`src/rtl/cnt_seq_pkg.sv`:
```
package cnt_seq_pkg;

  typedef enum logic [2:0] {
    ST_IDLE   = 3'd0,
    ST_CLEAR  = 3'd1,
    ST_SETTLE = 3'd2,
    ST_GATE   = 3'd3,
    ST_HOLD   = 3'd4
  } seq_state_e;

  localparam int unsigned CH_TRIG  = 0;
  localparam int unsigned CH_START = 1;
  localparam int unsigned CH_STOP  = 2;
  localparam int unsigned CH_MAN   = 3;
  localparam int unsigned N_CH     = 4;

endpackage

```
`src/rtl/cnt_seq_edge.sv`:
```
module cnt_seq_edge #(
  parameter int unsigned N_CH        = 4,
  parameter int unsigned SYNC_STAGES = 2
) (
  input  logic            clk_i,
  input  logic            rst_ni,
  input  logic [N_CH-1:0] in_i,
  output logic [N_CH-1:0] pulse_o
);

  localparam int unsigned LAST = SYNC_STAGES - 1;

  for (genvar ch = 0; ch < N_CH; ch++) begin : g_ch
    logic [SYNC_STAGES-1:0] sync_q;
    logic                   prev_q;

    always_ff @(posedge clk_i or negedge rst_ni) begin
      if (!rst_ni) begin
        sync_q <= '0;
        prev_q <= 1'b0;
      end else begin
        sync_q[0] <= in_i[ch];
        for (int s = 1; s < SYNC_STAGES; s++) sync_q[s] <= sync_q[s-1];
        prev_q <= sync_q[LAST];
      end
    end

    assign pulse_o[ch] = sync_q[LAST] & ~prev_q;
  end

endmodule

```
`src/rtl/cnt_seq_settle_timer.sv`:
```
module cnt_seq_settle_timer #(
  parameter int unsigned SETTLE_CYC = 1000
) (
  input  logic clk_i,
  input  logic rst_ni,
  input  logic run_i,
  output logic done_o
);

  localparam int unsigned CNT_W = $clog2(SETTLE_CYC + 1);
  localparam logic [CNT_W-1:0] LAST_CNT = CNT_W'(SETTLE_CYC - 1);

  logic [CNT_W-1:0] cnt_q;

  always_ff @(posedge clk_i or negedge rst_ni) begin
    if (!rst_ni)     cnt_q <= '0;
    else if (!run_i) cnt_q <= '0;
    else if (!done_o) cnt_q <= cnt_q + 1'b1;
  end

  assign done_o = run_i && (cnt_q == LAST_CNT);

endmodule

```
`src/rtl/cnt_seq_hold_timer.sv`:
```
module cnt_seq_hold_timer #(
  parameter int unsigned HOLD_W = 16
) (
  input  logic              clk_i,
  input  logic              rst_ni,
  input  logic              load_i,
  input  logic              clear_i,
  input  logic [HOLD_W-1:0] len_i,
  output logic              active_o,
  output logic              expire_o
);

  logic [HOLD_W-1:0] cnt_q;

  always_ff @(posedge clk_i or negedge rst_ni) begin
    if (!rst_ni)        cnt_q <= '0;
    else if (clear_i)   cnt_q <= '0;
    else if (load_i)    cnt_q <= len_i;
    else if (active_o)  cnt_q <= cnt_q - 1'b1;
  end

  assign active_o = (cnt_q != '0);
  assign expire_o = (cnt_q == HOLD_W'(1));

endmodule

```
`src/rtl/cnt_seq_fsm.sv`:
```
module cnt_seq_fsm
  import cnt_seq_pkg::*;
#(
  parameter int unsigned HOLD_W = 16
) (
  input  logic              clk_i,
  input  logic              rst_ni,
  input  logic              mode_interval_i,
  input  logic              trig_p_i,
  input  logic              start_p_i,
  input  logic              stop_p_i,
  input  logic              man_p_i,
  input  logic [HOLD_W-1:0] hold_len_i,
  input  logic              settle_done_i,
  input  logic              hold_expire_i,
  output logic              settle_run_o,
  output logic              hold_load_o,
  output logic              gate_o,
  output logic              dec_reset_o,
  output logic              presc_reset_o
);

  seq_state_e state_q, state_d;
  logic       man_q;
  logic       open_ev, close_ev;

  assign open_ev  = mode_interval_i ? start_p_i : trig_p_i;
  assign close_ev = mode_interval_i ? stop_p_i  : trig_p_i;

  always_comb begin
    state_d     = state_q;
    hold_load_o = 1'b0;
    unique case (state_q)
      ST_IDLE:   if (open_ev) state_d = ST_CLEAR;
      ST_CLEAR:  state_d = ST_SETTLE;
      ST_SETTLE: if (settle_done_i) state_d = ST_GATE;
      ST_GATE: begin
        if (close_ev) begin
          hold_load_o = 1'b1;
          state_d     = (hold_len_i == '0) ? ST_IDLE : ST_HOLD;
        end
      end
      ST_HOLD:   if (hold_expire_i) state_d = ST_IDLE;
      default:   state_d = ST_IDLE;
    endcase
    // manual clear wins over every transition
    if (man_p_i) begin
      state_d     = ST_IDLE;
      hold_load_o = 1'b0;
    end
  end

  always_ff @(posedge clk_i or negedge rst_ni) begin
    if (!rst_ni) begin
      state_q <= ST_IDLE;
      man_q   <= 1'b0;
    end else begin
      state_q <= state_d;
      man_q   <= man_p_i;
    end
  end

  assign settle_run_o  = (state_q == ST_SETTLE);
  assign gate_o        = (state_q == ST_GATE);
  assign dec_reset_o   = (state_q == ST_CLEAR) | man_q;
  assign presc_reset_o = (state_q == ST_CLEAR) | man_q;

endmodule

```
`src/rtl/cnt_cycle_seq.sv`:
```
module cnt_cycle_seq
  import cnt_seq_pkg::*;
#(
  parameter int unsigned CLK_HZ      = 50_000_000,
  parameter int unsigned SETTLE_US   = 20,
  parameter int unsigned HOLD_W      = 16,
  parameter int unsigned SYNC_STAGES = 2
) (
  input  logic              clk_i,
  input  logic              rst_ni,
  input  logic              mode_interval_i,
  input  logic              trig_i,
  input  logic              start_i,
  input  logic              stop_i,
  input  logic              man_reset_i,
  input  logic [HOLD_W-1:0] hold_len_i,
  output logic              gate_o,
  output logic              dec_reset_o,
  output logic              presc_reset_o
);

  localparam int unsigned SETTLE_CYC = (CLK_HZ / 1_000_000) * SETTLE_US;

  logic [N_CH-1:0] raw_in, pulses;
  logic            settle_run, settle_done;
  logic            hold_load, hold_active, hold_expire;

  assign raw_in[CH_TRIG]  = trig_i;
  assign raw_in[CH_START] = start_i;
  assign raw_in[CH_STOP]  = stop_i;
  assign raw_in[CH_MAN]   = man_reset_i;

  cnt_seq_edge #(.N_CH(N_CH), .SYNC_STAGES(SYNC_STAGES)) u_edge (
    .clk_i  (clk_i),
    .rst_ni (rst_ni),
    .in_i   (raw_in),
    .pulse_o(pulses)
  );

  cnt_seq_settle_timer #(.SETTLE_CYC(SETTLE_CYC)) u_settle (
    .clk_i (clk_i),
    .rst_ni(rst_ni),
    .run_i (settle_run),
    .done_o(settle_done)
  );

  cnt_seq_hold_timer #(.HOLD_W(HOLD_W)) u_hold (
    .clk_i   (clk_i),
    .rst_ni  (rst_ni),
    .load_i  (hold_load),
    .clear_i (pulses[CH_MAN]),
    .len_i   (hold_len_i),
    .active_o(hold_active),
    .expire_o(hold_expire)
  );

  cnt_seq_fsm #(.HOLD_W(HOLD_W)) u_fsm (
    .clk_i          (clk_i),
    .rst_ni         (rst_ni),
    .mode_interval_i(mode_interval_i),
    .trig_p_i       (pulses[CH_TRIG]),
    .start_p_i      (pulses[CH_START]),
    .stop_p_i       (pulses[CH_STOP]),
    .man_p_i        (pulses[CH_MAN]),
    .hold_len_i     (hold_len_i),
    .settle_done_i  (settle_done),
    .hold_expire_i  (hold_expire),
    .settle_run_o   (settle_run),
    .hold_load_o    (hold_load),
    .gate_o         (gate_o),
    .dec_reset_o    (dec_reset_o),
    .presc_reset_o  (presc_reset_o)
  );

endmodule

```
`config.mk`:
```
export PLATFORM = sky130hd
export DESIGN_NAME = cnt_cycle_seq
export DESIGN_NICKNAME = d
export VERILOG_FILES = /design/src/rtl/cnt_seq_pkg.sv /design/src/rtl/cnt_seq_edge.sv /design/src/rtl/cnt_seq_settle_timer.sv /design/src/rtl/cnt_seq_hold_timer.sv /design/src/rtl/cnt_seq_fsm.sv /design/src/rtl/cnt_cycle_seq.sv
export SDC_FILE = /design/constraint.sdc
export NUM_CORES = 1
export LEC_CHECK = 0
export BUFFER_PORTS_ARGS = -buffer_cell sky130_fd_sc_hd__buf_2
export CORE_MARGIN = 3
export CORE_UTILIZATION = 40
export CTS_CLUSTER_DIAMETER = 40
export CTS_CLUSTER_SIZE = 12
export DETAILED_ROUTE_END_ITERATION = 16
export PLACE_DENSITY_LB_ADDON = 0.05
export SYNTH_ARGS = -nofsm -noshare
export SYNTH_HDL_FRONTEND = slang
export SYNTH_SLANG_ARGS = --single-unit
```
`constraint.sdc`:
```
create_clock -name clk_i -period 4 [get_ports clk_i]
set_input_delay 0.4 -clock clk_i [delete_from_list [all_inputs] [get_ports clk_i]]
set_output_delay 0.4 -clock clk_i [all_outputs]
set_load 0.01 [all_outputs]
```
==> results of run 1 <==
## flip-flops by register name (all words and copies together) (netlist names)
signal / cells
u_hold.cnt_q: 16
u_settle.cnt_q: 10
u_edge.g_ch.sync_q: 8
u_edge.g_ch.prev_q: 4
u_fsm.state_q: 3
u_fsm.man_q: 1
## per-stage QoR
stage	setup WS, ps	hold WS [ps]
CTS	1830	188
global route	1510	174
floorplan	2190	104
finish	1870	204
detailed placement	1870	338
global placement	1950	333
## synthesized netlist by cell type, drive strengths merged (3+ instances only)
cell	count	share of area (%)
a21oi	4	0.97
a22oi	5	1.8
a31oi	3	0.91
clkbuf	4	0.73
dfrtp	42	51
ha	3	1.8
inv	5	0.91
mux2i	3	1.5
nand2	20	3.6
nand2b	4	1.2
nand3	8	1.9
nand3b	3	1.1
nand4	5	1.5
nor2	31	5.6
nor3	4	0.97
nor4	9	3.5
o21ai	13	3.2
or2	3	0.91
or4	3	1.1
xnor2	11	4.7
xor2	8	3.4
## power by group
group	switching, mW	leakage [nW]	total [mW]	internal, mW
clock network	0.154	0.0447	0.280	0.126
registers	0.113	0.541	0.625	0.512
logic	0.291	0.443	0.539	0.248
total	0.558	1.03	1.44	0.886
## cell families (layout without fill, tap and decap cells)
logic type	count (synthesis)	after routing	share of synthesized area (%)
AO/OA/AOI/OAI	31	31	9.53
AND/OR/NAND/NOR	101	101	25.9
flip-flops	42	42	51.0
buffers and inverters	11	39	2.24
adder cells (fa/ha/maj)	3	3	1.82
multiplexers	3	3	1.46
XOR/XNOR	19	19	8.07
## worst paths after layout
check                                                endpoint  slack [ps]  cells after the start                                from
min in group asynchronous         u_hold.cnt_q[2]$_DFFE_PN0P_         220                      1                              rst_ni
setup reg to reg                  u_hold.cnt_q[9]$_DFFE_PN0P_        1870                      7     u_edge.g_ch[3].prev_q$_DFF_PN0_
hold / removal             u_edge.g_ch[3].sync_q[0]$_DFF_PN0_         200                      1                         man_reset_i
setup / recovery                  u_hold.cnt_q[9]$_DFFE_PN0P_        1870                      7     u_edge.g_ch[3].prev_q$_DFF_PN0_
hold reg to reg            u_edge.g_ch[2].sync_q[1]$_DFF_PN0_         360                      0  u_edge.g_ch[2].sync_q[0]$_DFF_PN0_
max in group asynchronous        u_hold.cnt_q[11]$_DFFE_PN0P_        3190                      1                              rst_ni
## area by class of cell
class	instances	area share, %
Sequential cell	42	44.8
Multi-Input combinational cell	157	41.1
Timing Repair Buffer	26	5.66
Tap cell	67	3.58
Clock buffer	5	2.93
Clock inverter	3	1.07
Inverter	5	0.800
## worst reg2reg max path: stages (launching register included)
cell,delay (ps)
dfrtp_1,360
nand2b_1,340
inv_1,370
a211oi_2,80
buf_4,200
nor2_1,320
nand2_1,180
o21ai_0,200
## routing by layer
layer | track usage, % | vias up | part of all wire [%]
met2 | 21.0 | 38 | 42
met4 | 4.80 | 0 | 1.3
met3 | 5.57 | 6 | 6.4
met1 | 23.4 | 745 | 51
met5 | 0 | - | 0
li1 | - | 796 | -
==> impl_metrics.ini, run 1 <==
[timing]
worst_pin_slew_ps = 918
setup_viol = 0
rsz0062_at_grt = false
fin_crit_sh_pct = 53.1
timing.slew.headroom_pct = 38.8
tns_ps = 0
hold_violations = 0
clock.fmax_mhz = 470
fin_skew_ps = 3.52
post-route-min-period_ps = 2130
finalMaxSlewViolations = 0

[final_layout]
finish.utilization_pct = 48.4
fin_nets = 263
final_layout_size_suffix_gt1_share_pct = 18.1
syn_to_final_growth_pct = 13.7
stdcell_count = 305
final_cell_mix = dfrtp_1 (42), nor2_1 (31), buf_2 (25), nand2_1 (20), o21ai_0 (12)
fill_cells = 462
layout_commonest_cell = dfrtp_1
antenna_cells = 0
seq_area_um2 = 1050
postLayoutCellArea_um2 = 2340
multi_input_area_um2 = 965

[route]
wl_per_cell_um = 14.3
drt_iter0_drc = 103
wl_mm = 4.35
num_vias = 1585
antenna_left = 0
first_pass_iters = 4
route.detailed.drc = 0
post_drt_via_cell_ratio = 5.20

[die]
ioPinCount = 26
die_w_um = 77.8
fp.dieH_um = 77.8
num_rows = 25
fp.coreArea_um2 = 4850
die_area_um2 = 6050
start_util_pct = 42.5

[pwr]
design_power_total_mw = 1.44
p_leak_nw = 1.03
power_density_nw_per_um2 = 616
irDropWorstVdd_mv = 0.220

[logic_synthesis]
netlist_area_um2 = 2060
synth_seq_area_share_pct = 51.0
synth.avg_cell_area_um2 = 9.82
yosys_warnings = 0
netlist_instances = 210
synth-edff-count = 0
synth.net_count = 236
yosysUniqueCellTypes = 40
ys_seq_elements = 42
synth_ff_type = dfrtp_1
async_flop_share_pct = 100

[status]
status = finished, final reports clean

[setup_path]
required_ps = 4220
critPathSlowestCell = inv_1
crit_arrival_ps = 2340
crit_family = simple AND/OR/NAND/NOR gates
path_cells = nand2b_1, inv_1, a211oi_2, buf_4, nor2_1, nand2_1, o21ai_0
max_stage_delay_ps = 370
end_kind = register
cp_num_buf_inv = 2
start_kind = register
crit_path_max_fanout = 14
setup.worst_path.class = register to register

[clocking]
htree_levels = 2
cts_tree = done
numCtsBuffers = 5
clk_pin_slew_ps = 80
clock_sinks = 42
cts-resized-gates = 0
postCtsSetupBuffers = 0
clk_latency_ps = 290
cts_buffer_depth = 2
cts_hold_buf = 0
cts_root_buf = clkbuf_8

[global_routing]
grt_max_degree = 43
grt_pass1_wl_mm = 7.49
antenna_found_initial = 0
grt_pass1_vias = 1531
grtUsageTotal_pct = 15.7
overflow = 0

[placed_design]
placed_area_um2 = 2250
gp_congestion = 0.821
dp_cells = 297
dp_hpwl_mm = 3.27
port_buffers = 25

[hold_path]
worstHoldPathType = primary input to register

[job]
cap_viol_max_count = 0
Power figures use the tool's default switching activity.
==> inputs of run 2 (changes only) <==
Settings changed: ABC_AREA set to 1.
Clock period 4 ns to 2.1 ns, I/O delays scaled along.
==> run 2 against run 1 <==
  * Clock power increased by 100%
  * Utilization decreased by 0.64 points
  * Synthesized area increased by 12%
  * Critical endpoint is now u_hold.cnt_q[0]$_DFFE_PN0P_
  * Register-to-register slack got worse by 1300 ps
  * Routed wire length increased by 13%
  * Final area increased by 13%
  * Sequential power increased by 86%
  * Power increased by 110%
  * Worst hold slack got worse by 49 ps
  * Combinational power increased to 2.5 times the previous value
  * Synthesized cell count increased by 42%
==> impl_metrics.ini, run 2 <==
[logic_synthesis]
synth.avg_cell_area_um2 = 7.75
synth_top_area_cell = dfrtp_1
yosysUniqueCellTypes = 30
yosys_warnings = 0
synth_commonest_cells = nand2_1 (61), nor2_1 (60), dfrtp_1 (42)
yosysMostFrequentCell = nand2_1
async_flop_share_pct = 100
netlist_instances = 298
synth_seq_area_share_pct = 45.5
netlist_area_um2 = 2310
ys_seq_elements = 42
yosys-top-cells-area = dfrtp_1 (46%), nand2_1 (9.9%), nor2_1 (9.8%)
synth-edff-count = 0
synth_ff_type = dfrtp_1
synth_top_cell_area_share_pct = 45.5
synth.net_count = 324

[clocking]
clock_sinks = 42
cts_buffer_depth = 2
clk_pin_slew_ps = 100
htree_levels = 2
postCtsSetupBuffers = 0
numCtsBuffers = 5
cts_tree = done
clk_latency_ps = 300
cts_root_buf = clkbuf_8

[timing]
post-route-min-period_ps = 1570
worst_pin_slew_ps = 534
fin_crit_sh_pct = 74.6
hold_violations = 0
fin_skew_ps = 11.7
rsz0062_at_grt = false
clock.fmax_mhz = 638
timing.slew.headroom_pct = 64.4
hold-worst-slack_ps = 155
setup_viol = 0
finalMaxSlewViolations = 0
tns_ps = 0

[pwr]
irDropWorstVdd_mv = 0.593
p_leak_nw = 1.35
power_density_nw_per_um2 = 1160

[setup_path]
critPathSlowestCell = dfrtp_1
setup.worst_path.class = register to register
required_ps = 2290
start_kind = register
crit_path_max_fanout = 8
crit_arrival_ps = 1750
end_kind = register
max_stage_delay_ps = 420
path_cells = inv_1, ha_1, nand2_2, nor2_4, nand3_4, nor2_2, o21ai_0

[die]
fp.dieH_um = 82.0
num_rows = 27
ioPinCount = 26
die_w_um = 82.0
fp.coreArea_um2 = 5540
start_util_pct = 41.7
die_area_um2 = 6720

[placed_design]
gp_congestion = 0.833
dp_cells = 392
dp_hpwl_mm = 3.60
port_buffers = 25

[hold_path]
worstHoldPathType = primary input to register

[global_routing]
antenna_found_initial = 0
grt_pass1_wl_mm = 8.63
overflow = 0
grt_max_degree = 43
grt_pass1_vias = 1841
grtUsageTotal_pct = 16.8

[route]
first_pass_iters = 4
post_drt_via_cell_ratio = 4.76
route.detailed.drc = 0
num_vias = 1928
wl_mm = 4.94
antenna_left = 0
wl_per_cell_um = 12.2
drt_iter0_drc = 103

[final_layout]
stdcell_count = 405
layout_commonest_cell = nand2_1
regMostFlops = u_hold.cnt_q
fin_nets = 358
largest_reg_flops = 16
syn_to_final_growth_pct = 14.5
antenna_cells = 0
fill_cells = 593
final_layout_size_suffix_gt1_share_pct = 16.2
final_cell_mix = nand2_1 (61), nor2_1 (60), dfrtp_1 (42), inv_1 (37), buf_2 (25)
reg.largest.list = u_hold.cnt_q (16), u_settle.cnt_q (10), u_edge.g_ch.sync_q (8)

[job]
cap_viol_max_count = 0

[status]
status = finished, final reports clean
run 2: cell count changes after synthesis, sizes merged, moves of 5 or more:
cell,before,now
a21oi,4,14
a22oi,5,0
inv,5,39
nand2,20,64
nand3,8,16
nor2,31,68
nor4,9,0
o211ai,0,5
o21ai,13,18
xnor2,11,2
xor2,8,3
run 2: layout make-up:
| cell class | count | area, um^2 | area share, % |
|---|---|---|---|
| clock buffer | 5 | 68.8 | 2.60 |
| clock inverter | 3 | 25.0 | 0.947 |
| inverter | 39 | 146 | 5.54 |
| multi-input combinational | 212 | 1070 | 40.6 |
| sequential | 42 | 1050 | 39.8 |
| tap | 72 | 90.1 | 3.41 |
| timing repair buffer | 32 | 190 | 7.19 |
run 2: critical path: cells and delay by family (launching register included):
kind / cells / cell delay, ps
fa+ha+maj: 1 / 200
buf+inv: 1 / 90
compound gates: 1 / 100
flops: 1 / 420
simple gates: 4 / 650
run 2: worst paths after layout:
check / start / to / slack (ps) / depth (start not counted)
worst max-delay path: u_hold.cnt_q[1]$_DFFE_PN0P_ / u_hold.cnt_q[0]$_DFFE_PN0P_ / 530 / 7
worst min-delay path: hold_len_i[7] / u_hold.cnt_q[7]$_DFFE_PN0P_ / 150 / 3
max in group asynchronous: rst_ni / u_settle.cnt_q[3]$_DFFE_PN0P_ / 1230 / 3
worst min register to register: u_edge.g_ch[2].sync_q[0]$_DFF_PN0_ / u_edge.g_ch[2].sync_q[1]$_DFF_PN0_ / 350 / 0
worst max register to register: u_hold.cnt_q[1]$_DFFE_PN0P_ / u_hold.cnt_q[0]$_DFFE_PN0P_ / 530 / 7
min in group asynchronous: rst_ni / u_hold.cnt_q[9]$_DFFE_PN0P_ / 500 / 3
run 2: what timing repair did:
action / in CTS / in global routing
setup endpoints to repair: 0 / 0
endpoints found under the hold margin: 18 / 4
hold buffers: 1 / 4
gates resized for setup: 0 / 0
run 2: logic make-up (layout without fill, tap and decap cells):
logic type               Yosys count  in the layout  synth area share, %
adder cells (fa/ha/maj)            3              3                 1.63
AO/OA/AOI/OAI                     40             40                 9.48
XOR/XNOR                           5              5                 1.90
flip-flops                        42             42                 45.5
buffers and inverters             44             79                 8.07
AND/OR/NAND/NOR                  164            164                 33.4
run 2: stage by stage:
step / worst slack [ps] / area [um^2] / power, mW / util, %
2_1_floorplan: 725 / 2310 / 2.23 / -
3_5_place_dp: 552 / 2500 / 2.53 / 45.1
6_report: 533 / 2640 / 3.07 / 47.7
5_1_grt: 404 / 2640 / 3.38 / 47.7
4_1_cts: 528 / 2600 / 3.11 / 47.0
3_3_place_gp: 584 / 2500 / 2.54 / 45.1
run 2: metal layers:
layer	vias up	GRT usage, %	routed length (um)
met1	891	21.9	2330
met5	-	0	0
li1	1013	-	-
met4	0	4.65	34
met3	2	3.29	156
met2	22	28.3	2420
run 2: power breakdown:
part	leakage (nW)	internal (mW)	total, mW	switching [mW]
clock network	0.0447	0.241	0.560	0.320
logic	0.760	0.504	1.36	0.854
registers	0.541	0.986	1.16	0.170
